**src/rtl/tws_pkg.sv**
```systemverilog
package tws_pkg;

    localparam int BYTE_W = 8;
    localparam int CNT_W  = $clog2(BYTE_W + 1);

    localparam logic [3:0] DEV_TYPE  = 4'b1010;
    localparam logic [2:0] SEL_WIPER = 3'b111;
    localparam logic [2:0] SEL_CTRL  = 3'b010;

    typedef enum logic [2:0] {
        ST_IDLE,
        ST_ADDR,
        ST_ADDR_ACK,
        ST_WR_BYTE,
        ST_WR_ACK,
        ST_RD_BYTE,
        ST_RD_ACK
    } state_e;

    typedef enum logic {
        TGT_WIPER = 1'b0,
        TGT_CTRL  = 1'b1
    } target_e;

    typedef struct packed {
        logic start;
        logic stop;
        logic scl_rise;
        logic scl_fall;
        logic sda;
    } bus_evt_t;

    typedef struct packed {
        logic    hit;
        target_e tgt;
        logic    rd;
    } addr_dec_t;

    function automatic addr_dec_t decode_addr(input logic [BYTE_W-1:0] b);
        addr_dec_t d;
        d.rd  = b[0];
        d.tgt = (b[3:1] == SEL_CTRL) ? TGT_CTRL : TGT_WIPER;
        d.hit = (b[7:4] == DEV_TYPE) &&
                ((b[3:1] == SEL_WIPER) || (b[3:1] == SEL_CTRL));
        return d;
    endfunction

endpackage

```
**src/rtl/tws_line_sync.sv**
```systemverilog
module tws_line_sync
    import tws_pkg::*;
#(
    parameter int STAGES = 2
) (
    input  logic     clk,
    input  logic     rst,
    input  logic     scl_in,
    input  logic     sda_in,
    output bus_evt_t evt
);

    logic [STAGES-1:0] scl_q;
    logic [STAGES-1:0] sda_q;
    logic              scl_d;
    logic              sda_d;
    logic              scl_s;
    logic              sda_s;

    assign scl_s = scl_q[STAGES-1];
    assign sda_s = sda_q[STAGES-1];

    // Idle bus is high on both lines, so reset to ones to avoid false edges.
    always_ff @(posedge clk) begin
        if (rst) begin
            scl_q <= '1;
            sda_q <= '1;
            scl_d <= 1'b1;
            sda_d <= 1'b1;
        end else begin
            scl_q <= {scl_q[STAGES-2:0], scl_in};
            sda_q <= {sda_q[STAGES-2:0], sda_in};
            scl_d <= scl_s;
            sda_d <= sda_s;
        end
    end

    always_comb begin
        evt.start    = scl_s && scl_d && sda_d && !sda_s;
        evt.stop     = scl_s && scl_d && !sda_d && sda_s;
        evt.scl_rise = scl_s && !scl_d;
        evt.scl_fall = !scl_s && scl_d;
        evt.sda      = sda_s;
    end

endmodule

```
**src/rtl/tws_addr_decode.sv**
```systemverilog
module tws_addr_decode
    import tws_pkg::*;
(
    input  logic [BYTE_W-1:0] addr_byte,
    output addr_dec_t         dec
);

    always_comb dec = decode_addr(addr_byte);

endmodule

```
**src/rtl/tws_proto_fsm.sv**
```systemverilog
module tws_proto_fsm
    import tws_pkg::*;
(
    input  logic              clk,
    input  logic              rst,
    input  bus_evt_t          evt,
    input  addr_dec_t         dec,
    input  logic [BYTE_W-1:0] rdata,
    output logic [BYTE_W-1:0] shift_o,
    output logic              sda_oe,
    output logic              wr_stb,
    output logic              rd_stb,
    output target_e           tgt,
    output logic [BYTE_W-1:0] wdata
);

    localparam logic [CNT_W-1:0] FULL = CNT_W'(BYTE_W);
    localparam logic [CNT_W-1:0] LAST = CNT_W'(BYTE_W - 1);

    state_e            state;
    logic [CNT_W-1:0]  cnt;
    logic [BYTE_W-1:0] sh;
    logic              rw_rd;
    logic              m_ack;

    assign shift_o = sh;

    always_ff @(posedge clk) begin
        if (rst) begin
            state  <= ST_IDLE;
            cnt    <= '0;
            sh     <= '0;
            rw_rd  <= 1'b0;
            m_ack  <= 1'b0;
            wr_stb <= 1'b0;
            rd_stb <= 1'b0;
            tgt    <= TGT_WIPER;
            wdata  <= '0;
        end else begin
            wr_stb <= 1'b0;
            rd_stb <= 1'b0;
            if (evt.stop) begin
                state <= ST_IDLE;
            end else if (evt.start) begin
                state <= ST_ADDR;
                cnt   <= '0;
            end else begin
                unique case (state)
                    ST_IDLE: ;
                    ST_ADDR, ST_WR_BYTE: begin
                        if (evt.scl_rise) begin
                            sh  <= {sh[BYTE_W-2:0], evt.sda};
                            cnt <= cnt + 1'b1;
                        end else if (evt.scl_fall && cnt == FULL) begin
                            if (state == ST_WR_BYTE) begin
                                wr_stb <= 1'b1;
                                wdata  <= sh;
                                state  <= ST_WR_ACK;
                            end else if (dec.hit) begin
                                tgt   <= dec.tgt;
                                rw_rd <= dec.rd;
                                state <= ST_ADDR_ACK;
                            end else begin
                                state <= ST_IDLE;
                            end
                        end
                    end
                    ST_ADDR_ACK, ST_WR_ACK: begin
                        if (evt.scl_fall) begin
                            cnt <= '0;
                            if (state == ST_ADDR_ACK && rw_rd) begin
                                sh     <= rdata;
                                rd_stb <= 1'b1;
                                state  <= ST_RD_BYTE;
                            end else begin
                                state <= ST_WR_BYTE;
                            end
                        end
                    end
                    ST_RD_BYTE: begin
                        if (evt.scl_fall) begin
                            if (cnt == LAST) begin
                                cnt   <= '0;
                                state <= ST_RD_ACK;
                            end else begin
                                sh  <= {sh[BYTE_W-2:0], 1'b0};
                                cnt <= cnt + 1'b1;
                            end
                        end
                    end
                    ST_RD_ACK: begin
                        if (evt.scl_rise) begin
                            m_ack <= !evt.sda;
                        end else if (evt.scl_fall) begin
                            if (m_ack) begin
                                sh     <= rdata;
                                rd_stb <= 1'b1;
                                state  <= ST_RD_BYTE;
                            end else begin
                                state <= ST_IDLE;
                            end
                        end
                    end
                    default: state <= ST_IDLE;
                endcase
            end
        end
    end

    always_comb begin
        sda_oe = (state == ST_ADDR_ACK) || (state == ST_WR_ACK) ||
                 ((state == ST_RD_BYTE) && !sh[BYTE_W-1]);
    end

endmodule

```
**src/rtl/tws_target_slave.sv**
```systemverilog
module tws_target_slave
    import tws_pkg::*;
#(
    parameter int SYNC_STAGES = 2
) (
    input  logic              clk,
    input  logic              rst,
    input  logic              scl_in,
    input  logic              sda_in,
    output logic              sda_oe,
    output logic              reg_wr,
    output logic              reg_rd,
    output logic              reg_tgt,
    output logic [BYTE_W-1:0] reg_wdata,
    input  logic [BYTE_W-1:0] reg_rdata
);

    bus_evt_t          bus_evt;
    addr_dec_t         addr_dec;
    logic [BYTE_W-1:0] shift_byte;
    target_e           tgt_sel;

    tws_line_sync #(.STAGES(SYNC_STAGES)) u_sync (
        .clk    (clk),
        .rst    (rst),
        .scl_in (scl_in),
        .sda_in (sda_in),
        .evt    (bus_evt)
    );

    tws_addr_decode u_dec (
        .addr_byte (shift_byte),
        .dec       (addr_dec)
    );

    tws_proto_fsm u_fsm (
        .clk     (clk),
        .rst     (rst),
        .evt     (bus_evt),
        .dec     (addr_dec),
        .rdata   (reg_rdata),
        .shift_o (shift_byte),
        .sda_oe  (sda_oe),
        .wr_stb  (reg_wr),
        .rd_stb  (reg_rd),
        .tgt     (tgt_sel),
        .wdata   (reg_wdata)
    );

    assign reg_tgt = tgt_sel;

endmodule

```
**config.mk**
```make
export PLATFORM = sky130hd
export DESIGN_NAME = tws_target_slave
export DESIGN_NICKNAME = d
export VERILOG_FILES = /design/src/rtl/tws_pkg.sv /design/src/rtl/tws_line_sync.sv /design/src/rtl/tws_addr_decode.sv /design/src/rtl/tws_proto_fsm.sv /design/src/rtl/tws_target_slave.sv
export SDC_FILE = /design/constraint.sdc
export NUM_CORES = 1
export LEC_CHECK = 0
export ABC_AREA = 1
export ABC_CLOCK_PERIOD_IN_PS = 2400
export BUFFER_PORTS_ARGS = -buffer_cell sky130_fd_sc_hd__clkbuf_2
export CORE_ASPECT_RATIO = 2
export CORE_MARGIN = 1
export CORE_UTILIZATION = 30
export CTS_CLUSTER_DIAMETER = 50
export DETAILED_ROUTE_END_ITERATION = 8
export PLACE_DENSITY = 0.52
export SYNTH_ARGS = -nofsm -noshare
export SYNTH_HDL_FRONTEND = slang
export SYNTH_SLANG_ARGS = --single-unit
```
**constraint.sdc**
```tcl
create_clock -name clk -period 2.4 [get_ports clk]
set_clock_uncertainty 0.15 [all_clocks]
set_input_delay 0 -clock clk [delete_from_list [all_inputs] [get_ports clk]]
set_output_delay 0 -clock clk [all_outputs]
set_load 0.02 [all_outputs]
```
## Word level (Yosys, flattened, before mapping)

Index checks and enable logic that the tools add are counted.

| storage, ports and cells | value |
|---|---|
| output and inout bits | 12 |
| word-level logic and storage cells | 123 |
| flip-flop bits (word level) | 34 |
| input port bits | 12 |

| operators by class | value |
|---|---|
| equal/unequal tests | 31 |
| multiplexer cells | 36 |
| bitwise logic cells | 7 |
| $add $sub $neg | 1 |
| reduce and logical (&&, ||, !) cells | 34 |

Operators by type and width:

| cell | number |
|---|---|
| $mux W8 | 8 |
| $pmux W8 S4 | 1 |
| $mux W3 | 10 |
| $mux W4 | 5 |
| $reduce_and A8 Y1 | 2 |
| $ne A3 B2 Y1 const B | 5 |
| $pmux W3 S5 | 1 |
| $ne A2 B1 Y1 const B | 7 |
| $eq A3 B3 Y1 const B | 4 |
| $pmux W4 S3 | 1 |
| $logic_and A1 B1 Y1 | 11 |
| $reduce_and A11 Y1 | 1 |
| $ne A2 B2 Y1 const B | 5 |
| $eq A3 B2 Y1 const B | 3 |
| $ne A3 B3 Y1 const B | 3 |
| $eq A4 B4 Y1 const B | 2 |
| $mux W1 | 8 |
| $reduce_bool A4 Y1 | 2 |
| $not A1 Y1 | 7 |
| $reduce_and A7 Y1 | 1 |
| $reduce_and A6 Y1 | 1 |
| $reduce_or A2 Y1 | 3 |
| $reduce_or A6 Y1 | 1 |
| $logic_not A1 Y1 | 5 |
| other kinds (10) | 12 |

## Longest topological paths before layout

Gate-level depths: netlist (run 1).

| logic depth | value |
|---|---|
| depth in word-level cells | 9 |
| mapped depth | 11 |
| mapped depth without buffers | 11 |

## Hierarchy

A second synthesis (run 1) with hierarchy kept.

| second synthesis, totals | value |
|---|---|
| cell total of the unflattened synthesis | 283 |
| area total of the unflattened synthesis | 1891.8 um2 |

By module, submodules not included:

| module | sequential area each (um2) | times used | cells an instance | area an instance (um2) |
|---|---|---|---|---|
| tws_proto_fsm | 560.5 | 1 | 246 | 1634.1 |
| tws_line_sync | 120.1 | 1 | 25 | 205.2 |
| tws_addr_decode | 0.0 | 1 | 12 | 52.6 |

## Worst setup path after synthesis (run 1)

OpenSTA, ideal clock, no wires.

| timing | value |
|---|---|
| kind | flip-flop to flip-flop |
| from | register u_fsm.state[2] |
| to | register u_fsm.sh[5] (netlist: u_fsm.shift_o[5]) |
| cell stages (with the launch flop) | 11 |
| setup time | 113 ps |
| period minus slack after synthesis | 1620 ps |
| buffers on the path | 2 |
| data required time | 2137 ps |
| arrival time | 1357 ps |
| path slack | 780 ps |
| cell sequence | dfxtp_1 buf_2 nor2_2 nor2_2 nand3_1 nand3_2 nor2_4 buf_6 nand3_2 nand2_1 nor2_2 |

| between the ends | value |
|---|---|
| word-level cells in the longest chain between the ends | 4 |
| elaborated cells on any way between the ends | 20 |
| those cells by class | eq/ne (14); mux (1); reduce/logical (5) |

Ends and longest elaborated chain:

| what | line | source |
|---|---|---|
| start, declared | tws_proto_fsm.sv:20 | `state_e state;` |
| start signal, assigned | tws_proto_fsm.sv:30 | `state <= ST_IDLE;` |
| start signal, assigned | tws_proto_fsm.sv:43 | `state <= ST_IDLE;` |
| start signal, assigned | tws_proto_fsm.sv:45 | `state <= ST_ADDR;` |
| $eq A3 B3 Y1, or another cell as far along | tws_proto_fsm.sv:48 | `unique case (state)` |
| $reduce_or A2 Y1 or $logic_and A1 B1 Y1 (tied branches) | tws_proto_fsm.sv:48, tws_proto_fsm.sv:71 |  |
| $ne A2 B1 Y1 (no source line), or another cell as far along | -- |  |
| $reduce_and A11 Y1 (no source line) | -- |  |
| end signal, assigned | tws_proto_fsm.sv:52 | `sh <= {sh[BYTE_W-2:0], evt.sda};` |
| end signal, assigned | tws_proto_fsm.sv:72 | `sh <= rdata;` |
| end signal, assigned | tws_proto_fsm.sv:86 | `sh <= {sh[BYTE_W-2:0], 1'b0};` |
| end, declared | tws_proto_fsm.sv:22 | `logic [BYTE_W-1:0] sh;` |

Parallel ways exist; a longest one is shown, timed or not.
A chain may end at the register's enable or synchronous reset.

## Final worst setup path (run 1)

| timing | value |
|---|---|
| from | register u_fsm.state[2] |
| to | register u_fsm.sh[7] (netlist: u_fsm.shift_o[7]) |

Same word-level chain as after synthesis.

==> report_table.html, run 1 <==
<table>
<tr><th>Metric</th><th>Value</th></tr>
<tr><th colspan="2">Worst setup path</th></tr>
<tr><td>Library cell contributing the largest single delay on the critical path</td><td>sky130_fd_sc_hd__dfxtp_1</td></tr>
<tr><td>Category of cells accounting for the largest share of critical-path delay</td><td>simple AND/OR/NAND/NOR gates</td></tr>
<tr><td>Number of cells on the worst reg-to-reg path</td><td>7</td></tr>
<tr><td>Cell-by-cell listing of the critical path</td><td>inv_2, o21ai_1, nor2_1, nor2_4, nand3_1, nand2_1, nor2_1</td></tr>
<tr><td>Critical-path maximum fanout</td><td>16</td></tr>
<tr><td>Type of the worst setup path</td><td>flip-flop to flip-flop</td></tr>
<tr><td>Critical path launch point type</td><td>flip-flop</td></tr>
<tr><td>Cell type with the highest occurrence count on the critical path</td><td>sky130_fd_sc_hd__nor2_1</td></tr>
<tr><td>Combined buffer and inverter count along the critical path</td><td>1</td></tr>
<tr><td>Crit path capture type</td><td>flip-flop</td></tr>
<tr><td>Data arrival time of the critical path</td><td>between 2000 and 2500 ps</td></tr>
<tr><td>Logic depth of the worst setup path including buffers</td><td>7</td></tr>
<tr><td>Stage delay of the slowest cell on the critical path</td><td>about 570 ps</td></tr>
<tr><td>Endpoint required time on the critical path</td><td>roughly 2400 ps</td></tr>
<tr><th colspan="2">Clock network</th></tr>
<tr><td>Clock Pin Slew Worst Setup and Hold Paths</td><td>60 ps</td></tr>
<tr><td>Clock root buffer</td><td>sky130_fd_sc_hd__clkbuf_16</td></tr>
<tr><td>Hold-fix buffers at CTS</td><td>12</td></tr>
<tr><td>Setup Buffers After CTS</td><td>0</td></tr>
<tr><td>Clock Tree Buf Depth</td><td>2</td></tr>
<tr><td>Inserted Clock Buffers</td><td>5</td></tr>
<tr><td>CTS tree</td><td>done</td></tr>
<tr><td>Sink Count</td><td>34</td></tr>
<tr><td>Post_cts resized</td><td>0</td></tr>
<tr><td>Number of H-tree levels</td><td>2</td></tr>
<tr><td>Worst-Skew Late Latency</td><td>280 ps</td></tr>
<tr><th colspan="2">Drt</th></tr>
<tr><td>Detailed route wirelength on metal2</td><td>2.572 mm</td></tr>
<tr><td>DR top layer</td><td>met4</td></tr>
<tr><td>Post-Route M1 WL</td><td>1.734 mm</td></tr>
<tr><td>Number of DRC markers in iteration 0</td><td>40</td></tr>
<tr><td>Via count of the routed design</td><td>1763</td></tr>
<tr><td>Detailed-route DRC error count</td><td>0</td></tr>
<tr><td>Ratio of routed vias to standard cells</td><td>4.463</td></tr>
<tr><td>Number of search-and-repair iterations in the first detailed-routing pass</td><td>4</td></tr>
<tr><td>Wire length reported by the detailed router</td><td>4.619 mm</td></tr>
<tr><td>Routed wire per std cell</td><td>11.69 um</td></tr>
<tr><td>Met3 wire length</td><td>140 um</td></tr>
<tr><td>Remaining antenna violation count</td><td>0</td></tr>
<tr><th colspan="2">Final layout</th></tr>
<tr><td>Diodes inserted</td><td>0</td></tr>
<tr><td>Final cell count without fillers</td><td>395</td></tr>
<tr><td>Count of nets after finishing</td><td>324</td></tr>
<tr><td>Signed area change from the synthesized netlist to the final layout</td><td>23.44%</td></tr>
<tr><td>Filler instances</td><td>662</td></tr>
<tr><td>Ratio of cells with drive above 1 in the final layout</td><td>23.47%</td></tr>
<tr><th colspan="2">Placement</th></tr>
<tr><td>Placed insts</td><td>roughly 380</td></tr>
<tr><td>Final GP Congestion</td><td>0.8996</td></tr>
<tr><td>Worst setup slack before clock tree synthesis</td><td>433.1 ps</td></tr>
<tr><td>DP Wirelength</td><td>about 3.5 mm</td></tr>
<tr><td>Number of buffers added on ports</td><td>23</td></tr>
<tr><th colspan="2">GRT</th></tr>
<tr><td>Largest net degree at the start of global routing</td><td>26</td></tr>
<tr><td>Number of global-route vias before repair</td><td>1683</td></tr>
<tr><td>Global-route total usage across every layer</td><td>15.47%</td></tr>
<tr><td>Initial antenna violation count</td><td>0</td></tr>
<tr><td>First-pass GRT wire length</td><td>7.617 mm</td></tr>
<tr><td>Residual overflow from global routing</td><td>0</td></tr>
<tr><th colspan="2">Timing</th></tr>
<tr><td>Setup repair after global routing missed its margin</td><td>no</td></tr>
<tr><td>Tcrit/Tclk final</td><td>between 80% and 90%</td></tr>
<tr><td>PnR worst setup slack</td><td>417.2 ps</td></tr>
<tr><td>Hold Violations, Final</td><td>0</td></tr>
<tr><td>Max-slew violations</td><td>0</td></tr>
<tr><td>Tightest Pin Transition</td><td>720.2 ps</td></tr>
<tr><td>Max_slew headroom</td><td>51.93%</td></tr>
<tr><td>Final setup violating endpoints</td><td>0</td></tr>
<tr><td>Highest attainable clock frequency</td><td>between 500 and 600 MHz</td></tr>
<tr><td>Summed negative setup slack over all endpoints</td><td>0 ps</td></tr>
<tr><td>Post-layout min period</td><td>1983 ps</td></tr>
<tr><th colspan="2">Power</th></tr>
<tr><td>P per Cell Area</td><td>593.4 nW/um^2</td></tr>
<tr><td>Total Power Consumption</td><td>about 1.4 mW</td></tr>
<tr><td>Internal Pwr Total</td><td>about 1.0 mW</td></tr>
<tr><td>Sequential power share</td><td>43.1%</td></tr>
<tr><td>Sw Ratio</td><td>24.21%</td></tr>
<tr><td>Logic pwr share</td><td>9.7%</td></tr>
<tr><td>Leakage</td><td>1.044 nW</td></tr>
<tr><td>Clock power share</td><td>a little under half</td></tr>
<tr><td>Maximum resistive drop on vdd</td><td>419.8 uV</td></tr>
<tr><td>Net Switching</td><td>roughly 0.33 mW</td></tr>
<tr><th colspan="2">Die</th></tr>
<tr><td>Placeable core area</td><td>just over 6000 sq um</td></tr>
<tr><td>Floorplan die height</td><td>114.2 um</td></tr>
<tr><td>Floorplan die area</td><td>6638 sq um</td></tr>
<tr><td>Number of top-level design ports</td><td>24</td></tr>
<tr><td>Overall die width</td><td>around 58 um</td></tr>
<tr><td>Row count</td><td>40</td></tr>
<tr><td>Initial core utilization</td><td>31.20%</td></tr>
<tr><th colspan="2">Yosys</th></tr>
<tr><td>Post-Syn Area</td><td>1889 sq um</td></tr>
<tr><td>Cells after synthesis</td><td>274</td></tr>
<tr><td>Post-synth top area cell</td><td>sky130_fd_sc_hd__dfxtp_1</td></tr>
<tr><td>Synthesized Nets</td><td>288</td></tr>
<tr><td>Average footprint of a synthesized cell</td><td>6.895 sq um</td></tr>
<tr><td>Leading post-synthesis cells by cell area</td><td>sky130_fd_sc_hd__dfxtp_1, sky130_fd_sc_hd__nand2_1, sky130_fd_sc_hd__nor2_1</td></tr>
<tr><td>Synth warn</td><td>0</td></tr>
<tr><td>Area share of the largest cell type after synthesis</td><td>between 30% and 40%</td></tr>
<tr><td>Post-synthesis sequential area ratio</td><td>36.03%</td></tr>
<tr><td>Synth cell types</td><td>30</td></tr>
<tr><td>Register bit count reported by yosys</td><td>34</td></tr>
<tr><th colspan="2">Run</th></tr>
<tr><td>Max Cap Violations</td><td>0</td></tr>
<tr><th colspan="2">Run status</th></tr>
<tr><td>Result of the run</td><td>finished clean</td></tr>
<tr><th colspan="2">Hold path</th></tr>
<tr><td>Worst hold path stage count</td><td>7</td></tr>
<tr><td>Tightest Hold Check Type</td><td>primary input to flip-flop</td></tr>
</table>
## registers in the layout, indices dropped and copies added, names as in the netlist
register,count
u_fsm.tgt,1
u_fsm.rd_stb,1
u_fsm.shift_o,8
u_fsm.state,3
u_fsm.wdata,8
u_fsm.wr_stb,1
u_sync.sda_q,2
u_sync.scl_d,1
u_sync.scl_q,2
u_fsm.cnt,4
u_fsm.m_ack,1
u_fsm.rw_rd,1
u_sync.sda_d,1
## cell usage in the layout (no fill, tap or decap), drive strengths merged
cell and count:
nor3 5, ha 2, or2 4, xnor2 1, o21ai 20, nand2 74
dfxtp 34, o21a 2, o21bai 1, clkinvlp 1, nor2 45, nand3 27
inv 33, buf 1, clkbuf 29, dlygate4sd3 12, a21oi 19, clkinv 1
## kinds of logic after synthesis
| kind of cell | after synthesis | share of synthesized area [%] |
|---|---|---|
| compound gates | 42 | 13.11 |
| xor+xnor | 1 | 0.4637 |
| fa+ha+maj | 2 | 1.324 |
| buf+inv | 40 | 9.537 |
| flops | 34 | 36.03 |
| simple gates | 155 | 39.54 |
## power by group through the flow
| stage | Clock (mW) | Combinational (mW) | Sequential, mW |
|---|---|---|---|
| 3_3_place_gp | 0 | 0.118 | 0.608 |
| 5_1_grt | 0.696 | 0.150 | 0.599 |
| 4_1_cts | 0.671 | 0.135 | 0.596 |
| 3_5_place_dp | 0 | 0.119 | 0.608 |
| 2_1_floorplan | 0 | 0.0961 | 0.605 |
| 6_report | 0.654 | 0.134 | 0.596 |
## worst register-to-register path: stages, from the launching register on
cell and delay, ps:
sky130_fd_sc_hd__dfxtp_1 570, sky130_fd_sc_hd__inv_2 170, sky130_fd_sc_hd__o21ai_1 190, sky130_fd_sc_hd__nor2_1 90
sky130_fd_sc_hd__nor2_4 430, sky130_fd_sc_hd__nand3_1 140, sky130_fd_sc_hd__nand2_1 80, sky130_fd_sc_hd__nor2_1 50
## synthesized netlist by cell type
cell type / instances
sky130_fd_sc_hd__buf_6: 1
sky130_fd_sc_hd__o21bai_1: 1
sky130_fd_sc_hd__nor3_4: 1
sky130_fd_sc_hd__dfxtp_1: 34
sky130_fd_sc_hd__nand2_2: 5
sky130_fd_sc_hd__xnor2_1: 1
sky130_fd_sc_hd__nand2_1: 68
sky130_fd_sc_hd__or2_2: 4
sky130_fd_sc_hd__clkbuf_1: 2
sky130_fd_sc_hd__nand3_1: 21
sky130_fd_sc_hd__buf_2: 2
sky130_fd_sc_hd__o21ai_1: 2
sky130_fd_sc_hd__nand3_4: 1
sky130_fd_sc_hd__inv_1: 27
sky130_fd_sc_hd__nor3_2: 1
sky130_fd_sc_hd__a21oi_2: 8
sky130_fd_sc_hd__buf_4: 1
sky130_fd_sc_hd__o21ai_0: 18
sky130_fd_sc_hd__nor3_1: 3
sky130_fd_sc_hd__o21a_1: 2
sky130_fd_sc_hd__buf_12: 1
sky130_fd_sc_hd__nand3_2: 5
sky130_fd_sc_hd__nor2_8: 1
sky130_fd_sc_hd__inv_2: 6
sky130_fd_sc_hd__nor2_1: 36
sky130_fd_sc_hd__nor2_2: 7
sky130_fd_sc_hd__ha_1: 2
sky130_fd_sc_hd__nor2_4: 1
sky130_fd_sc_hd__a21oi_1: 11
sky130_fd_sc_hd__nand2_4: 1
## layout make-up
class / count / area (sq um) / area share (%)
multi-input combinational: 200 / 1028 / 44.10
sequential: 34 / 680.7 / 29.18
timing repair buffer: 36 / 242.7 / 10.41
clock buffer: 6 / 138.9 / 5.955
inverter: 33 / 123.9 / 5.311
tap: 84 / 105.1 / 4.506
clock inverter: 2 / 12.51 / 0.5365
## per-stage QoR
step                      util, %  hold slack (ps)  instance area, sq um
after floorplan                 -           -77.62                  1889
after global placement      34.03            33.24                  2061
after detailed placement    34.03            35.59                  2061
after CTS                   38.51            26.90                  2332
after global routing        38.51            67.24                  2332
final                       38.51            39.84                  2332
## worst paths after layout
path	end	startpoint	slack (ps)
max	u_fsm.shift_o[7]	u_fsm.state[2]	420
min reg2reg	u_sync.scl_q[1]	u_sync.scl_q[0]	260
max reg2reg	u_fsm.shift_o[7]	u_fsm.state[2]	420
min	u_fsm.shift_o[0]	reg_rdata[0]	40
## layer usage
metal  vias to the layer above  GRT usage [%]
met1                       781          14.90
met5                         -              0
met4                         0          10.00
li1                        935              -
met3                        14          3.164
met2                        33          28.51
Note: power is estimated with default switching activity, not from simulation.
==> run 2, diff against run 1 <==
--- a/config.mk
+++ b/config.mk
@@ -6,7 +6,7 @@
 export NUM_CORES = 1
 export LEC_CHECK = 0
 export ABC_AREA = 1
-export ABC_CLOCK_PERIOD_IN_PS = 2400
+export ABC_CLOCK_PERIOD_IN_PS = 1850
 export BUFFER_PORTS_ARGS = -buffer_cell sky130_fd_sc_hd__clkbuf_2
 export CORE_ASPECT_RATIO = 2
 export CORE_MARGIN = 1
==> constraint.sdc (replaced) <==
create_clock -name clk -period 1.85 [get_ports clk]
set_clock_uncertainty 0.15 [all_clocks]
set_input_delay 0 -clock clk [delete_from_list [all_inputs] [get_ports clk]]
set_output_delay 0 -clock clk [all_outputs]
set_load 0.02 [all_outputs]
==> run 2 against run 1 <==
Compared with the run above:
- register-to-register slack worse by 310 ps
- fmax up 14%
- routed wire length up 5.0%
- via count up 3.4%
- power up 30%
- sequential share of layout area down 1.2 points
- flip-flop and latch count unchanged
- core utilization up 1.8 points
- global-route usage up 1.1 points
- clock power up 27%
- worst hold slack worse by 27 ps
- critical endpoint is now u_fsm.shift_o[4]
==> report_table.html, run 2 (synthesis gave the netlist of run 1 again) <==
<table>
<tr><th>Metric</th><th>Value</th></tr>
<tr><th colspan="2">Run status</th></tr>
<tr><td>Result of the run</td><td>finished clean</td></tr>
<tr><th colspan="2">GRT</th></tr>
<tr><td>Global-route total usage across every layer</td><td>16.53% (+1.1 points)</td></tr>
<tr><td>Number of global-route vias before repair</td><td>1791 (+6.4%)</td></tr>
<tr><td>Residual overflow from global routing</td><td>0 (unchanged)</td></tr>
<tr><td>Grt met1 use</td><td>15.55% (+0.66 points)</td></tr>
<tr><td>Grt peak-use layer</td><td>met2</td></tr>
<tr><td>First-pass GRT wire length</td><td>8.148 mm (+7.0%)</td></tr>
<tr><td>GRT met2 Usage</td><td>30.88% (+2.4 points)</td></tr>
<tr><td>Largest net degree at the start of global routing</td><td>21 (-19%)</td></tr>
<tr><td>Initial antenna violation count</td><td>0 (unchanged)</td></tr>
<tr><td>M3 GR Usage</td><td>2.825% (-0.34 points)</td></tr>
<tr><th colspan="2">Run</th></tr>
<tr><td>Max Cap Violations</td><td>0 (unchanged)</td></tr>
<tr><th colspan="2">Drt</th></tr>
<tr><td>Remaining antenna violation count</td><td>0 (unchanged)</td></tr>
<tr><td>Ratio of routed vias to standard cells</td><td>4.468 (+0.11%)</td></tr>
<tr><td>Wire length reported by the detailed router</td><td>4.848 mm (+5.0%)</td></tr>
<tr><td>Number of search-and-repair iterations in the first detailed-routing pass</td><td>4 (unchanged)</td></tr>
<tr><td>Routed wire per std cell</td><td>11.88 um (+1.6%)</td></tr>
<tr><td>Via count of the routed design</td><td>1823 (+3.4%)</td></tr>
<tr><td>Number of DRC markers in iteration 0</td><td>57 (+43%)</td></tr>
<tr><td>Detailed-route DRC error count</td><td>0 (unchanged)</td></tr>
<tr><th colspan="2">Worst setup path</th></tr>
<tr><td>Critical-path maximum fanout</td><td>16 (unchanged)</td></tr>
<tr><td>Endpoint required time on the critical path</td><td>1930 ps (-500 ps)</td></tr>
<tr><td>Critical path launch point type</td><td>flip-flop</td></tr>
<tr><td>Critical Path Start</td><td>u_fsm.state[1]</td></tr>
<tr><td>Crit path capture type</td><td>flip-flop</td></tr>
<tr><td>Data arrival time of the critical path</td><td>1820 ps (-200 ps)</td></tr>
<tr><td>Type of the worst setup path</td><td>flip-flop to flip-flop</td></tr>
<tr><td>Critical R2R Launch</td><td>u_fsm.state[1]</td></tr>
<tr><th colspan="2">Power</th></tr>
<tr><td>Maximum resistive drop on vdd</td><td>586.8 uV (+40%)</td></tr>
<tr><td>P per Cell Area</td><td>736.5 nW/um^2 (+24%)</td></tr>
<tr><td>Leakage</td><td>1.106 nW (+6.0%)</td></tr>
<tr><td>Total Power Consumption</td><td>1.799 mW (+30%)</td></tr>
<tr><th colspan="2">Placement</th></tr>
<tr><td>Number of buffers added on ports</td><td>23 (unchanged)</td></tr>
<tr><td>Placed insts</td><td>385 (+2.7%)</td></tr>
<tr><td>Dpl cell area</td><td>2148 sq um (+4.2%)</td></tr>
<tr><td>Worst setup slack before clock tree synthesis</td><td>114.6 ps (-318.5 ps)</td></tr>
<tr><td>DP Wirelength</td><td>3.690 mm (+6.1%)</td></tr>
<tr><td>Final GP Congestion</td><td>0.8329 (-7.4%)</td></tr>
<tr><th colspan="2">Clock network</th></tr>
<tr><td>Sink Count</td><td>34 (unchanged)</td></tr>
<tr><td>Worst-Skew Late Latency</td><td>290 ps (about the same)</td></tr>
<tr><td>Number of H-tree levels</td><td>2 (unchanged)</td></tr>
<tr><td>CTS tree</td><td>done</td></tr>
<tr><td>Clock Pin Slew Worst Setup and Hold Paths</td><td>60 ps (about the same)</td></tr>
<tr><td>Inserted Clock Buffers</td><td>5 (unchanged)</td></tr>
<tr><td>Clock Tree Buf Depth</td><td>2 (unchanged)</td></tr>
<tr><td>Clock root buffer</td><td>sky130_fd_sc_hd__clkbuf_16</td></tr>
<tr><th colspan="2">Final layout</th></tr>
<tr><td>Final cell area excluding filler cells</td><td>2442 sq um (+4.7%)</td></tr>
<tr><td>Ratio of cells with drive above 1 in the final layout</td><td>27.78% (+4.3 points)</td></tr>
<tr><td>Finished Core Util</td><td>40.33% (+1.8 points)</td></tr>
<tr><td>Commonest cells after routing, fill and taps aside</td><td>sky130_fd_sc_hd__nand2_1, sky130_fd_sc_hd__nor2_1, sky130_fd_sc_hd__dfxtp_1, sky130_fd_sc_hd__inv_1, sky130_fd_sc_hd__clkbuf_2</td></tr>
<tr><td>Count of nets after finishing</td><td>337 (+4.0%)</td></tr>
<tr><td>Commonest non-fill, non-tap cell in the layout</td><td>sky130_fd_sc_hd__nand2_1</td></tr>
<tr><td>Signed area change from the synthesized netlist to the final layout</td><td>29.27%</td></tr>
<tr><td>Filler instances</td><td>654 (-1.2%)</td></tr>
<tr><td>Final cell count without fillers</td><td>408 (+3.3%)</td></tr>
<tr><td>Diodes inserted</td><td>0 (unchanged)</td></tr>
<tr><th colspan="2">Timing</th></tr>
<tr><td>Summed negative setup slack over all endpoints</td><td>0 ps (unchanged)</td></tr>
<tr><td>Final setup violating endpoints</td><td>0 (unchanged)</td></tr>
<tr><td>Highest attainable clock frequency</td><td>574.2 MHz (+14%)</td></tr>
<tr><td>Hold Violations, Final</td><td>0 (unchanged)</td></tr>
<tr><td>Post-layout min period</td><td>1741 ps (-241.3 ps)</td></tr>
<tr><td>Fin Hold WS</td><td>12.73 ps (-27.11 ps)</td></tr>
<tr><td>Max_slew headroom</td><td>61.11% (+9.2 points)</td></tr>
<tr><td>Tcrit/Tclk final</td><td>94.13% (+12 points)</td></tr>
<tr><td>PnR worst setup slack</td><td>108.5 ps (-308.7 ps)</td></tr>
<tr><td>Max-slew violations</td><td>0 (unchanged)</td></tr>
<tr><td>Tightest Pin Transition</td><td>582.7 ps (-137.5 ps)</td></tr>
<tr><th colspan="2">Die</th></tr>
<tr><td>Placeable core area</td><td>6056 sq um (unchanged)</td></tr>
<tr><td>Floorplan die area</td><td>6638 sq um (unchanged)</td></tr>
<tr><td>Overall die width</td><td>58.12 um (unchanged)</td></tr>
<tr><td>Initial core utilization</td><td>31.20% (unchanged)</td></tr>
<tr><td>Floorplan die height</td><td>114.2 um (unchanged)</td></tr>
<tr><td>Row count</td><td>40 (unchanged)</td></tr>
<tr><td>Number of top-level design ports</td><td>24 (unchanged)</td></tr>
<tr><th colspan="2">Hold path</th></tr>
<tr><td>Start point of the worst min-delay path</td><td>reg_rdata[0]</td></tr>
<tr><td>Tightest Hold Check Type</td><td>primary input to flip-flop</td></tr>
</table>
[run 2: worst max-delay path, cell delays in order (launching register included)]
cell	delay (ps)
sky130_fd_sc_hd__dfxtp_1	450
sky130_fd_sc_hd__inv_2	120
sky130_fd_sc_hd__nor2_2	130
sky130_fd_sc_hd__nand3_2	100
sky130_fd_sc_hd__nand2_2	120
sky130_fd_sc_hd__nand2_4	70
sky130_fd_sc_hd__nor2_8	230
sky130_fd_sc_hd__buf_4	170
sky130_fd_sc_hd__a21oi_2	40
sky130_fd_sc_hd__nor2_1	90
[run 2: final cells by class]
type / count / area (sq um) / share of cell area (%)
sequential: 34 / 683.2 / 27.97
tap: 84 / 105.1 / 4.303
timing repair buffer: 49 / 350.3 / 14.34
inverter: 33 / 126.4 / 5.174
clock buffer: 5 / 125.1 / 5.123
multi-input combinational: 200 / 1031 / 42.21
clock inverter: 3 / 21.27 / 0.8709
[run 2: power breakdown]
part / switching [mW] / internal [mW]
logic: 0.105 / 0.0890
registers: 0.0188 / 0.754
clock network: 0.334 / 0.498
total: 0.458 / 1.34
[run 2: final timing paths]
kind / to / slack, ps / depth (start not counted)
setup / recovery: u_fsm.shift_o[4] / 110 / 9
hold / removal: u_fsm.shift_o[0] / 10 / 7
hold reg to reg: u_sync.scl_q[1] / 260 / 1
setup reg to reg: u_fsm.shift_o[4] / 110 / 9
[run 2: repair_timing]
| action | CTS | global route |
|---|---|---|
| endpoints found under the setup margin | 0 | 20 |
| buffers inserted | 0 | 4 |
| gates resized for setup | 0 | 4 |
| hold buffers | 11 | 0 |
| hold endpoints to repair | 12 | 0 |
[run 2: per-layer routing]
layer  vias up  wire, um
met2        32      2684
met5         -         0
li1        963         -
met4         0       223
met3        12       122
met1       816      1817
